File: config.mk
export PLATFORM = sky130hd
export DESIGN_NAME = irq_aggregator
export DESIGN_NICKNAME = d
export VERILOG_FILES = /design/src/rtl/irq_aggr_pkg.sv /design/src/rtl/irq_aggr_lowest.sv /design/src/rtl/irq_aggr_vec_table.sv /design/src/rtl/irq_aggregator.sv
export SDC_FILE = /design/constraint.sdc
export NUM_CORES = 2
export LEC_CHECK = 0
export BUFFER_PORTS_ARGS = -buffer_cell sky130_fd_sc_hd__buf_4
export CELL_PAD_IN_SITES_DETAIL_PLACEMENT = 1
export CELL_PAD_IN_SITES_GLOBAL_PLACEMENT = 2
export CORE_MARGIN = 2
export CORE_UTILIZATION = 30
export DETAILED_ROUTE_END_ITERATION = 16
export PLACE_DENSITY_LB_ADDON = 0.1
export SLEW_MARGIN = 30
export SYNTH_ARGS = -nofsm -noshare
export SYNTH_HDL_FRONTEND = slang
export SYNTH_HIERARCHICAL = 1
export SYNTH_SLANG_ARGS = --single-unit
File: constraint.sdc
create_clock -name clk -period 27.6 [get_ports clk]
set_input_delay 1.38 -clock clk [delete_from_list [all_inputs] [get_ports clk]]
set_output_delay 1.38 -clock clk [all_outputs]
set_load 0.01 [all_outputs]
File: src/rtl/irq_aggr_pkg.sv
package irq_aggr_pkg;

    localparam int DEF_NUM_SRC = 64;
    localparam int DEF_VEC_W   = 8;

    // What the current cycle is spent on; commands outrank source transitions.
    typedef enum logic [1:0] {
        OP_IDLE,
        OP_SOURCE,
        OP_MASK,
        OP_CLEAR
    } aggr_op_e;

    // Sampled view of the source transition picked this cycle.
    typedef struct packed {
        logic level;
        logic edge_mode;
    } src_evt_t;

    function automatic int idx_width(input int n);
        return (n > 1) ? $clog2(n) : 1;
    endfunction

endpackage

File: src/rtl/irq_aggr_lowest.sv
module irq_aggr_lowest #(
    parameter  int W  = 64,
    localparam int IW = (W > 1) ? $clog2(W) : 1
) (
    input  logic [W-1:0]  req,
    output logic          found,
    output logic [IW-1:0] idx
);

    always_comb begin
        found = |req;
        idx   = '0;
        for (int i = W - 1; i >= 0; i--) begin
            if (req[i]) idx = IW'(i);
        end
    end

endmodule

File: src/rtl/irq_aggr_vec_table.sv
module irq_aggr_vec_table #(
    parameter int N  = 64,
    parameter int VW = 8,
    parameter int IW = 6
) (
    input  logic          clk,
    input  logic          rst,
    input  logic          we,
    input  logic [IW-1:0] widx,
    input  logic [VW-1:0] wdata,
    input  logic [IW-1:0] ridx_a,
    input  logic [IW-1:0] ridx_b,
    output logic [VW-1:0] rdata_a,
    output logic [VW-1:0] rdata_b
);

    logic [VW-1:0] entry_q [N];

    for (genvar g = 0; g < N; g++) begin : g_entry
        always_ff @(posedge clk) begin
            if (rst) begin
                entry_q[g] <= '0;
            end else if (we && widx == IW'(g)) begin
                entry_q[g] <= wdata;
            end
        end
    end

    assign rdata_a = entry_q[ridx_a];
    assign rdata_b = entry_q[ridx_b];

endmodule

File: src/rtl/irq_aggregator.sv
module irq_aggregator
    import irq_aggr_pkg::*;
#(
    parameter  int NUM_SRC = DEF_NUM_SRC,
    parameter  int VEC_W   = DEF_VEC_W,
    localparam int IDX_W   = idx_width(NUM_SRC),
    localparam int NUM_PAR = 1 << VEC_W
) (
    input  logic               clk,
    input  logic               rst,
    input  logic [NUM_SRC-1:0] src_in,
    input  logic               mask_we,
    input  logic [NUM_SRC-1:0] mask_wdata,
    input  logic               edge_we,
    input  logic [NUM_SRC-1:0] edge_wdata,
    input  logic               clr_we,
    input  logic [NUM_SRC-1:0] clr_wdata,
    input  logic               vec_we,
    input  logic [IDX_W-1:0]   vec_idx,
    input  logic [VEC_W-1:0]   vec_wdata,
    output logic [NUM_PAR-1:0] parent_irq,
    output logic [NUM_SRC-1:0] status
);

    logic [NUM_SRC-1:0] pend_q, isr_q, last_q, mask_q, edge_q;
    logic [NUM_SRC-1:0] pend_n, isr_n, last_n, mask_n;
    logic [NUM_PAR-1:0] par_q, par_n;

    logic [NUM_SRC-1:0] diff, clr_eff, ev_onehot;
    logic [NUM_SRC-1:0] a_set, d_set, a_req, d_req;
    logic               ev_found, a_found, d_found;
    logic [IDX_W-1:0]   ev_idx, a_idx, d_idx;
    logic [VEC_W-1:0]   a_vec, d_vec;
    aggr_op_e           op;
    src_evt_t           evt;

    // Lowest-index pickers: pending transition, promotion, retirement.
    assign diff = src_in ^ last_q;

    irq_aggr_lowest #(.W(NUM_SRC)) u_ev (.req(diff),  .found(ev_found), .idx(ev_idx));
    irq_aggr_lowest #(.W(NUM_SRC)) u_as (.req(a_req), .found(a_found),  .idx(a_idx));
    irq_aggr_lowest #(.W(NUM_SRC)) u_ds (.req(d_req), .found(d_found),  .idx(d_idx));

    irq_aggr_vec_table #(.N(NUM_SRC), .VW(VEC_W), .IW(IDX_W)) u_tbl (
        .clk     (clk),
        .rst     (rst),
        .we      (vec_we),
        .widx    (vec_idx),
        .wdata   (vec_wdata),
        .ridx_a  (a_idx),
        .ridx_b  (d_idx),
        .rdata_a (a_vec),
        .rdata_b (d_vec)
    );

    always_comb begin
        if (clr_we)        op = OP_CLEAR;
        else if (mask_we)  op = OP_MASK;
        else if (ev_found) op = OP_SOURCE;
        else               op = OP_IDLE;
    end

    assign evt.level     = src_in[ev_idx];
    assign evt.edge_mode = edge_q[ev_idx];
    assign clr_eff       = clr_wdata & edge_q;
    assign ev_onehot     = NUM_SRC'(1) << ev_idx;

    // Request / history / mask update and the candidate sets for evaluation.
    always_comb begin
        pend_n = pend_q;
        last_n = last_q;
        mask_n = mask_q;
        a_set  = '0;
        d_set  = '0;
        unique case (op)
            OP_SOURCE: begin
                last_n[ev_idx] = evt.level;
                if (!evt.edge_mode)  pend_n[ev_idx] = evt.level;
                else if (evt.level)  pend_n[ev_idx] = 1'b1;
                if (evt.level) a_set = ev_onehot;
                else           d_set = ev_onehot;
            end
            OP_MASK: begin
                mask_n = mask_wdata;
                a_set  = mask_q & ~mask_wdata;
                d_set  = ~mask_q & mask_wdata;
            end
            OP_CLEAR: begin
                pend_n = pend_q & ~clr_eff;
                d_set  = clr_eff;
            end
            default: ;
        endcase
    end

    assign a_req = a_set & pend_n & ~mask_n;
    assign d_req = d_set & isr_q & ~pend_n;

    always_comb begin
        isr_n = isr_q;
        par_n = par_q;
        if (a_found) begin
            isr_n[a_idx] = 1'b1;
            par_n[a_vec] = 1'b1;
        end
        if (d_found) begin
            isr_n[d_idx] = 1'b0;
            par_n[d_vec] = 1'b0;
        end
        if (op == OP_CLEAR) isr_n = isr_n & ~clr_eff;
    end

    always_ff @(posedge clk) begin
        if (rst) begin
            pend_q <= '0;
            isr_q  <= '0;
            last_q <= '0;
            mask_q <= '1;
            edge_q <= '0;
            par_q  <= '0;
        end else begin
            pend_q <= pend_n;
            isr_q  <= isr_n;
            last_q <= last_n;
            mask_q <= mask_n;
            par_q  <= par_n;
            if (edge_we) edge_q <= edge_wdata;
        end
    end

    assign parent_irq = par_q;
    assign status     = isr_q & ~mask_q;

    AST_CMD_EXCLUSIVE: assert property (@(posedge clk) disable iff (rst)
        !(mask_we && clr_we)) else $error("mask and clear in one cycle");

    AST_ONE_EVENT: assert property (@(posedge clk) disable iff (rst)
        $countones(last_q ^ $past(last_q)) <= 1) else $error("two transitions in one cycle");

    AST_ONE_PROMOTE: assert property (@(posedge clk) disable iff (rst)
        $countones(isr_q & ~$past(isr_q)) <= 1) else $error("two promotions in one cycle");

    AST_EDGE_STICKY: assert property (@(posedge clk) disable iff (rst)
        !clr_we |=> ((($past(pend_q) & $past(edge_q)) & ~pend_q) == '0))
        else $error("edge request lost without clear");

    AST_LEVEL_CLR_IGNORED: assert property (@(posedge clk) disable iff (rst)
        clr_we |=> ((pend_q & ~$past(edge_q) & $past(clr_wdata))
                    == ($past(pend_q) & ~$past(edge_q) & $past(clr_wdata))))
        else $error("clear touched a level source");

    AST_RESET_STATE: assert property (@(posedge clk) disable iff (rst)
        $past(rst) |-> (par_q == '0 && mask_q == '1 && isr_q == '0))
        else $error("bad state after reset");

endmodule

Word level (Yosys, flattened, before mapping) --
Memory sizes are Yosys's and may differ from the RTL's. Index checks and enable logic that the tools add are counted.
Cells by class: equality and inequality tests 66, multiplexer cells 482, bitwise gates (word level) 87, reduce and logical (&&, ||, !) cells 73, order comparisons 10, shifts and indexed selects 1
Operators by type and width (number):
- two-way mux 6 bit | 192
- bitwise AND 64 bit | 11
- two-way mux 256 bit | 2
- two-way mux 64 bit | 8
- two-way mux 8 bit | 64
- NOT 64 bit | 6
- bitwise AND 256 bit | 1
- NOT 256 bit | 1
- OR 256 bit | 1
- one-hot mux 64 bit (2 select lines) | 2
- two-way mux 1 bit | 202
- == test 6 bit, second input constant | 32
- one-hot mux 64 bit (3 select lines) | 1
- OR reduction 64 bit | 3
- bitwise mux 64 bit | 2
- OR 64 bit | 2
- == test 6 x 5 -> 1 bit, second input constant | 16
- logical AND 1 bit | 69
- OR 1 bit | 64
- << shifter 1 x 6 -> 64 bit, first input constant | 1
- XOR 64 bit | 1
- == test 6 x 4 -> 1 bit, second input constant | 8
- == test 6 x 3 -> 1 bit, second input constant | 4
- < comparator 6 x 7 -> 1 bit, second input constant | 3
- other kinds (12) | 23
Storage, ports and cells: memories kept 1, logic and storage cells 726, memory bits (writable) 512, input bits 276, register bits after elaboration 576
Memory list:
- u_tbl.entry_q | words 64, bits a word 8, read ports 2, clocked after memory_dff 0, write ports 64, RTL line irq_aggr_vec_table.sv:17 | logic [VW-1:0] entry_q [N];

Logic depth before layout (Yosys ltp) --
word-level depth 149, depth in mapped cells 38

Hierarchy --
Netlist, hierarchy kept.
Modules (own cells, without submodules):
- irq_aggr_vec_table | area each 28048.2 um^2, times used 1, cells an instance 1951, seq. area each 15374.7 um^2
- irq_aggregator | area each 27635.3 um^2, times used 1, cells an instance 3253, seq. area each 11531.1 um^2
- irq_aggr_lowest | area each 887.1 um^2, times used 3, cells an instance 145, seq. area each 0.0 um^2

Worst setup path after synthesis --
No wires, ideal clock.
path kind input -> register, start point input port src_in[62], end point register par_q[12], in the netlist parent_irq[12], slack 17.806 ns, stages on the path 34, required time 27.514 ns, arrival time 9.708 ns, path buffers 9, cells stage by stage xor2_1 > or4_4 > nor4b_4 > nand3_2 > nor2_2 > nand3b_1 > a21o_1 > clkbuf_1 > inv_1 > clkbuf_1 > clkbuf_1 > ha_1 > clkbuf_1 > clkbuf_1 > buf_1 > mux2i_1 > nand2_1 > nor3_1 > nor2b_1 > o21bai_1 > o211ai_1 > o211a_1 > o311ai_1 > buf_2 > buf_2 > mux4_2 > a22oi_1 > o211ai_1 > o21ai_0 > o31ai_1 > nor4_1 > clkbuf_1 > a21oi_1 > a211oi_1
RTL lines:
- start: declaration | RTL line irq_aggregator.sv:11 | input logic [NUM_SRC-1:0] src_in,
- XOR 64 bit * | RTL line irq_aggregator.sv:38 | assign diff = src_in ^ last_q;
- OR reduction 64 bit * | RTL line irq_aggr_lowest.sv:11 | found = |req;
- via ev_found | RTL line irq_aggregator.sv:31 | logic ev_found, a_found, d_found;
- two-way mux 1 bit * | RTL line irq_aggregator.sv:59 | else if (ev_found) op = OP_SOURCE;
- two-way mux 2 bit * | RTL line irq_aggregator.sv:58 | else if (mask_we) op = OP_MASK;
- two-way mux 2 bit * | RTL line irq_aggregator.sv:57 | if (clr_we) op = OP_CLEAR;
- == test 2 bit or == test 2 x 1 -> 1 bit (tied branches) | RTL line irq_aggregator.sv:75 | unique case (op)
- one-hot mux 64 bit (2 select lines) or two-way mux 64 bit (tied branches) | RTL line irq_aggregator.sv:75
- (+2 left out)
- via a_req[55] | RTL line irq_aggregator.sv:30 | logic [NUM_SRC-1:0] a_set, d_set, a_req, d_req;
- (+56 left out)
- via a_idx[0] | RTL line irq_aggregator.sv:32 | logic [IDX_W-1:0] ev_idx, a_idx, d_idx;
- (+1 left out)
- via a_vec[6] | RTL line irq_aggregator.sv:33 | logic [VEC_W-1:0] a_vec, d_vec;
- < comparator 8 x 9 -> 1 bit (implied by the code) or >= comparator 8 x 1 -> 1 bit (tied branches) | RTL line irq_aggregator.sv:104 | par_n[a_vec] = 1'b1;
- logical AND 1 bit (implied by the code) | RTL line irq_aggregator.sv:104
- two-way mux 1 bit (implied by the code) | RTL line irq_aggregator.sv:104
- demux 1 bit (select 8 bit) * | RTL line irq_aggregator.sv:104
- OR 256 bit (no line) *
- two-way mux 256 bit * | RTL line irq_aggregator.sv:102 | if (a_found) begin
- bitwise AND 256 bit (no line)
- two-way mux 256 bit * | RTL line irq_aggregator.sv:106 | if (d_found) begin
- end signal: assignment | RTL line irq_aggregator.sv:126 | par_q <= par_n;
- end: declaration | RTL line irq_aggregator.sv:27 | logic [NUM_PAR-1:0] par_q, par_n;
The timed path passes the listed nets; every way through them passes the cells marked *. The select of a mux whose other input is x is not followed. A chain may end at the register's enable or synchronous reset.

Final worst setup path --
start point input port src_in[59], end point register par_q[229], in the netlist parent_irq[229]
RTL lines:
- XOR 64 bit * | RTL line irq_aggregator.sv:38
- via diff[59] | RTL line irq_aggregator.sv:29 | logic [NUM_SRC-1:0] diff, clr_eff, ev_onehot;
- two-way mux 6 bit * (60 in series) | RTL line irq_aggr_lowest.sv:14 | if (req[i]) idx = IW'(i);
- via ev_idx[0] | RTL line irq_aggregator.sv:32
- < comparator 6 x 7 -> 1 bit (implied by the code) or >= comparator 6 x 1 -> 1 bit (tied branches) | RTL line irq_aggregator.sv:78, irq_aggregator.sv:79
- logical AND 1 bit (implied by the code) | RTL line irq_aggregator.sv:78, irq_aggregator.sv:79
- two-way mux 1 bit (implied by the code) | RTL line irq_aggregator.sv:78, irq_aggregator.sv:79
- demux 1 bit (select 6 bit) | RTL line irq_aggregator.sv:78, irq_aggregator.sv:79
- (+6 left out)
- via d_req[27] | RTL line irq_aggregator.sv:30
- (+28 left out)
- via d_idx[1] | RTL line irq_aggregator.sv:32
- (+1 left out)
- via d_vec[1] | RTL line irq_aggregator.sv:33
- < comparator 8 x 9 -> 1 bit (implied by the code) or >= comparator 8 x 1 -> 1 bit (tied branches) | RTL line irq_aggregator.sv:108 | par_n[d_vec] = 1'b0;
- logical AND 1 bit (implied by the code) | RTL line irq_aggregator.sv:108
- two-way mux 1 bit (implied by the code) | RTL line irq_aggregator.sv:108
- demux 1 bit (select 8 bit) * | RTL line irq_aggregator.sv:108
- NOT 256 bit (no line) *
- bitwise AND 256 bit (no line) *
- two-way mux 256 bit * | RTL line irq_aggregator.sv:106
Marks and branches as above.

==> results list <==
- Number of global-route vias before repair: 51074
- In this run the deepest clock path goes through 3 buffers.
* Crit Reg-Reg Endpoint: parent_irq[229]$_SDFF_PP0_
* Worst Setup End Kind: register
- Measured along the x axis, the die boundary spans 445 µm.
- Number of input and output port buffers inserted: 595
* Placed cell count: 8496
- In this run the top signal layer used is met4.
- Max-cap violations in this run came to 0.
- Non-filler instance count after layout: 8754
- The first detailed-routing pass ran for 5 iterations.
- The synthesized design spends more area on one cell type than any other, namely sky130_fd_sc_hd__edfxtp_1.
- Clock tree from TritonCTS: done
- The critical path starts at src_in[59].
- The worst hold path belongs to the class reg2reg.
- Total standard cell area after synthesis: 58300 µm²
- The share of synthesized area in the top cell type comes to 26.4%.
- Leakage component of the power: 24.5 nW
* Number of nets in the final layout: 6392
- Via count: 50929
- For this design the ratio of total power to cell area is 57.7 nW/µm².
- Core footprint: 193000 µm²
- Clock transition at path regs: 0.06 ns
* Global-route wire length before repair: 410 mm
- The slowest stage of the critical path belongs to the cell sky130_fd_sc_hd__buf_4.
- Hold buffer count at cts: 0
- Delay of the slowest critical-path stage: 0.77 ns
- Initial standard-cell utilization of the core: 30.2%
* Worst skew pair latency: 0.80 ns
* Signed area change from the synthesized netlist to the final layout: 21.3%
- Die H: 445 µm
- Tightest Pin Transition: 1.21 ns
- The cell that appears most often on the critical path is sky130_fd_sc_hd__buf_4.
- Maximum number of pins on one net before global-route repair: 192
- Number of synthesized flops with an enable pin: 512
- Remaining Overflow, GRT: 0
- Detailed-placement wirelength estimate: 216 mm
- When the netlist entered floorplanning its net count stood at 5919.
* Sort of element at the start of the critical path: primary input
- Total CTS buffers: 137
- Met2 wire length: 140 mm
- Routability-driven placement finished with a final weighted congestion of 0.959.
* Routed wire length: 295 mm
- Summing the sequential cell areas from Yosys gives 46.1% of the chip area.
* Result of the run: completed
- Along the worst path, the maximum fanout reaches 49.
- Critical path arrival: 14.09 ns
* Post-synthesis register bit count: 1088
- In the global route stage, overall resource usage came out at 29.0%.
* Total Negative Setup Slacks: 0 ns
* Share of synthesized registers carrying an async set or reset: 0%
- Biggest area contributors in the synthesized netlist: sky130_fd_sc_hd__edfxtp_1 (26%), sky130_fd_sc_hd__dfxtp_1 (20%), sky130_fd_sc_hd__mux4_2 (10%)
* Worst slew margin relative to its limit: 18.9%
- Avg WL per Cell: 33.7 µm
* Met3 wire len: 15.4 mm
- Setup repair after global routing left no endpoint under its margin.
- Once detail routing completed, the nets flagged for antenna violations numbered 0.
* Worst path required time: 28.21 ns
- By startpoint and endpoint, the worst setup path is classified as in2reg.
* Number of remaining DRC errors: 0
- Counting every sink on the clock net gives 1088.
- Number of buffers inserted by post-CTS setup repair: 0
- The number of pins with negative max-slew slack in the final report came to 0.
- Prevailing post-synth register cell: sky130_fd_sc_hd__dfxtp_1
- Worst clock skew: 0.0324 ns
- Root buf cell: sky130_fd_sc_hd__clkbuf_16
- CTS-repair resized insts: 0
- Setup slack on the worst reg-to-reg path comes out at 14.26 ns.
- Final count of hold timing violations: 0
- The number of antenna violations at the first check in global routing was 7.
- Based on the critical path, the design can be clocked at up to 74.2 MHz.
- Maximum vdd ir drop: 0.0000494 V
- The worst register-to-register path begins at last_q[59]$_SDFFE_PP0P_.
- Number of distinct library cells after synthesis: 95
* Cell Rows: 161
- Gate count after technology mapping: 5639
- Post-route clock period utilization: 48.8%
* Mean Syn Cell Area: 10.3 µm²
- # setup viols final: 0
* H-Tree Level Count: 4
- Capturing instance or port of the critical path: parent_irq[229]$_SDFF_PP0_
* Via density per instance: 5.82
* IO Count: 596
- Die area: 198000 µm²
- The number of cells on the worst reg-to-reg path is 31.
* Yosys warns: 6
- Starting DRT DRC Count: 4846
- The worst path needs 13.48 ns of the cycle, external delays included.
- For this block, wires on met1 add up to 126 mm.
* Proportion of layout cells with a drive suffix above 1: 23.1%
[critical path: cells and delay by family]
family / cells / cell delay (ns)
XOR/XNOR: 1 / 0.38
AO/OA/AOI/OAI: 15 / 4.58
buffers and inverters: 8 / 3.60
AND/OR/NAND/NOR: 6 / 3.01
multiplexers: 2 / 0.97
[state kept, by name (all words and copies together) (netlist names)]
signal / flops
edge_q: 64
isr_q: 64
last_q: 64
mask_q: 64
parent_irq: 256
pend_q: 64
u_tbl/entry_q: 512
[layout make-up]
class | instances | area [µm²]
clock inverter | 65 | 792
clock buffer | 185 | 3870
multi-input combinational | 4091 | 30100
sequential | 1088 | 26900
fill | 21274 | 122000
timing repair buffer | 752 | 5720
inverter | 42 | 159
antenna | 5 | 12.5
tap | 2526 | 3160
[power by group]
part           switching [mW]  internal (mW)
combinational           0.271          0.129
sequential             0.0383           1.74
clock                   0.766           1.14
[layer usage]
metal / up-vias / track usage [%]
met2: 1777 / 48.1
met4: 0 / 12.0
met3: 411 / 3.93
met5: - / 0
li1: 22233 / -
met1: 26508 / 37.9
[metrics by stage]
stage	worst slack, ns	power [mW]	hold WS, ns	area, µm²	util (%)
after global placement	13.08	2.20	0.491	65800	34.1
final	14.12	4.08	0.517	70800	36.7
after detailed placement	13.12	2.21	0.507	66000	34.2
after floorplan	17.81	2.01	0.443	58300	-
after CTS	14.00	4.11	0.520	70600	36.6
after global routing	13.44	4.20	0.540	70700	36.7
[Yosys cell counts (10+ instances only)]
| library cell | instances |
|---|---|
| sky130_fd_sc_hd__and4bb_2 | 18 |
| sky130_fd_sc_hd__xor2_1 | 64 |
| sky130_fd_sc_hd__a2111oi_0 | 60 |
| sky130_fd_sc_hd__o31ai_1 | 14 |
| sky130_fd_sc_hd__a221o_1 | 24 |
| sky130_fd_sc_hd__and3_1 | 66 |
| sky130_fd_sc_hd__nor4bb_1 | 20 |
| sky130_fd_sc_hd__buf_2 | 51 |
| sky130_fd_sc_hd__and2_1 | 521 |
| sky130_fd_sc_hd__nand2_1 | 388 |
| sky130_fd_sc_hd__a31oi_1 | 24 |
| sky130_fd_sc_hd__nor4_1 | 52 |
| sky130_fd_sc_hd__a211oi_1 | 363 |
| sky130_fd_sc_hd__o211ai_1 | 27 |
| sky130_fd_sc_hd__mux4_2 | 264 |
| sky130_fd_sc_hd__nor3b_1 | 12 |
| sky130_fd_sc_hd__nand3_1 | 85 |
| sky130_fd_sc_hd__or2_2 | 11 |
| sky130_fd_sc_hd__mux2i_1 | 172 |
| sky130_fd_sc_hd__inv_1 | 41 |
| sky130_fd_sc_hd__mux2_2 | 20 |
| sky130_fd_sc_hd__edfxtp_1 | 512 |
| sky130_fd_sc_hd__nor2b_1 | 104 |
| sky130_fd_sc_hd__o21ai_0 | 102 |
| sky130_fd_sc_hd__a22oi_1 | 72 |
| sky130_fd_sc_hd__o221ai_1 | 19 |
| sky130_fd_sc_hd__clkbuf_1 | 308 |
| sky130_fd_sc_hd__dfxtp_1 | 576 |
| sky130_fd_sc_hd__a21oi_1 | 486 |
| sky130_fd_sc_hd__and4bb_1 | 23 |
| sky130_fd_sc_hd__buf_6 | 10 |
| sky130_fd_sc_hd__o22ai_1 | 43 |
| sky130_fd_sc_hd__o21bai_1 | 74 |
| sky130_fd_sc_hd__buf_1 | 27 |
| sky130_fd_sc_hd__nand2b_1 | 45 |
| sky130_fd_sc_hd__nor3_1 | 148 |
| sky130_fd_sc_hd__nand3b_1 | 16 |
| sky130_fd_sc_hd__or3_1 | 14 |
| sky130_fd_sc_hd__nor2_1 | 530 |
| sky130_fd_sc_hd__o21a_1 | 12 |
| sky130_fd_sc_hd__buf_4 | 20 |
[cells by family after synthesis]
family                   share of synthesized area [%]
AO/OA/AOI/OAI                                     16.3
adder cells (fa/ha/maj)                         0.0858
AND/OR/NAND/NOR                                   19.6
flip-flops                                        46.1
multiplexers                                      13.6
XOR/XNOR                                         0.961
buffers and inverters                             3.33
[placed cells by master, fill, tap and decap left out, types with 21 or more instances in the layout]
cell | Yosys | final
sky130_fd_sc_hd__nor3_2 | 1 | 22
sky130_fd_sc_hd__nand2b_1 | 45 | 45
sky130_fd_sc_hd__o22ai_1 | 43 | 43
sky130_fd_sc_hd__nand3_1 | 85 | 85
sky130_fd_sc_hd__clkbuf_16 | 0 | 142
sky130_fd_sc_hd__dfxtp_1 | 576 | 576
sky130_fd_sc_hd__nor2_1 | 530 | 516
sky130_fd_sc_hd__nor4_1 | 52 | 45
sky130_fd_sc_hd__a22oi_1 | 72 | 72
sky130_fd_sc_hd__and3_1 | 66 | 66
sky130_fd_sc_hd__inv_1 | 41 | 39
sky130_fd_sc_hd__nor3_1 | 148 | 117
sky130_fd_sc_hd__xor2_1 | 64 | 64
sky130_fd_sc_hd__o21ai_0 | 102 | 102
sky130_fd_sc_hd__nor2b_1 | 104 | 104
sky130_fd_sc_hd__clkinv_2 | 0 | 23
sky130_fd_sc_hd__mux2i_1 | 172 | 172
sky130_fd_sc_hd__a31oi_1 | 24 | 21
sky130_fd_sc_hd__clkbuf_1 | 308 | 27
sky130_fd_sc_hd__and2_1 | 521 | 520
sky130_fd_sc_hd__buf_4 | 20 | 744
sky130_fd_sc_hd__o21bai_1 | 74 | 55
sky130_fd_sc_hd__o211ai_1 | 27 | 27
sky130_fd_sc_hd__edfxtp_1 | 512 | 512
sky130_fd_sc_hd__and4bb_1 | 23 | 23
sky130_fd_sc_hd__nand2_1 | 388 | 388
sky130_fd_sc_hd__a2111oi_0 | 60 | 60
sky130_fd_sc_hd__a211oi_1 | 363 | 363
sky130_fd_sc_hd__mux4_2 | 264 | 264
sky130_fd_sc_hd__a221o_1 | 24 | 24
sky130_fd_sc_hd__a21oi_1 | 486 | 484
[worst min-delay path by stage]
stage	depth (start not counted)	slack, ns	to	from
2_1_floorplan	2	0.44	isr_q[58]$_SDFF_PP0_	isr_q[58]$_SDFF_PP0_
3_3_place_gp	2	0.49	pend_q[32]$_SDFF_PP0_	pend_q[32]$_SDFF_PP0_
3_5_place_dp	2	0.51	pend_q[52]$_SDFF_PP0_	pend_q[52]$_SDFF_PP0_
4_1_cts	2	0.52	parent_irq[199]$_SDFF_PP0_	parent_irq[199]$_SDFF_PP0_
5_1_grt	2	0.54	parent_irq[72]$_SDFF_PP0_	parent_irq[72]$_SDFF_PP0_
6_report	2	0.52	pend_q[32]$_SDFF_PP0_	pend_q[32]$_SDFF_PP0_
Power figures use the tool's default switching activity.
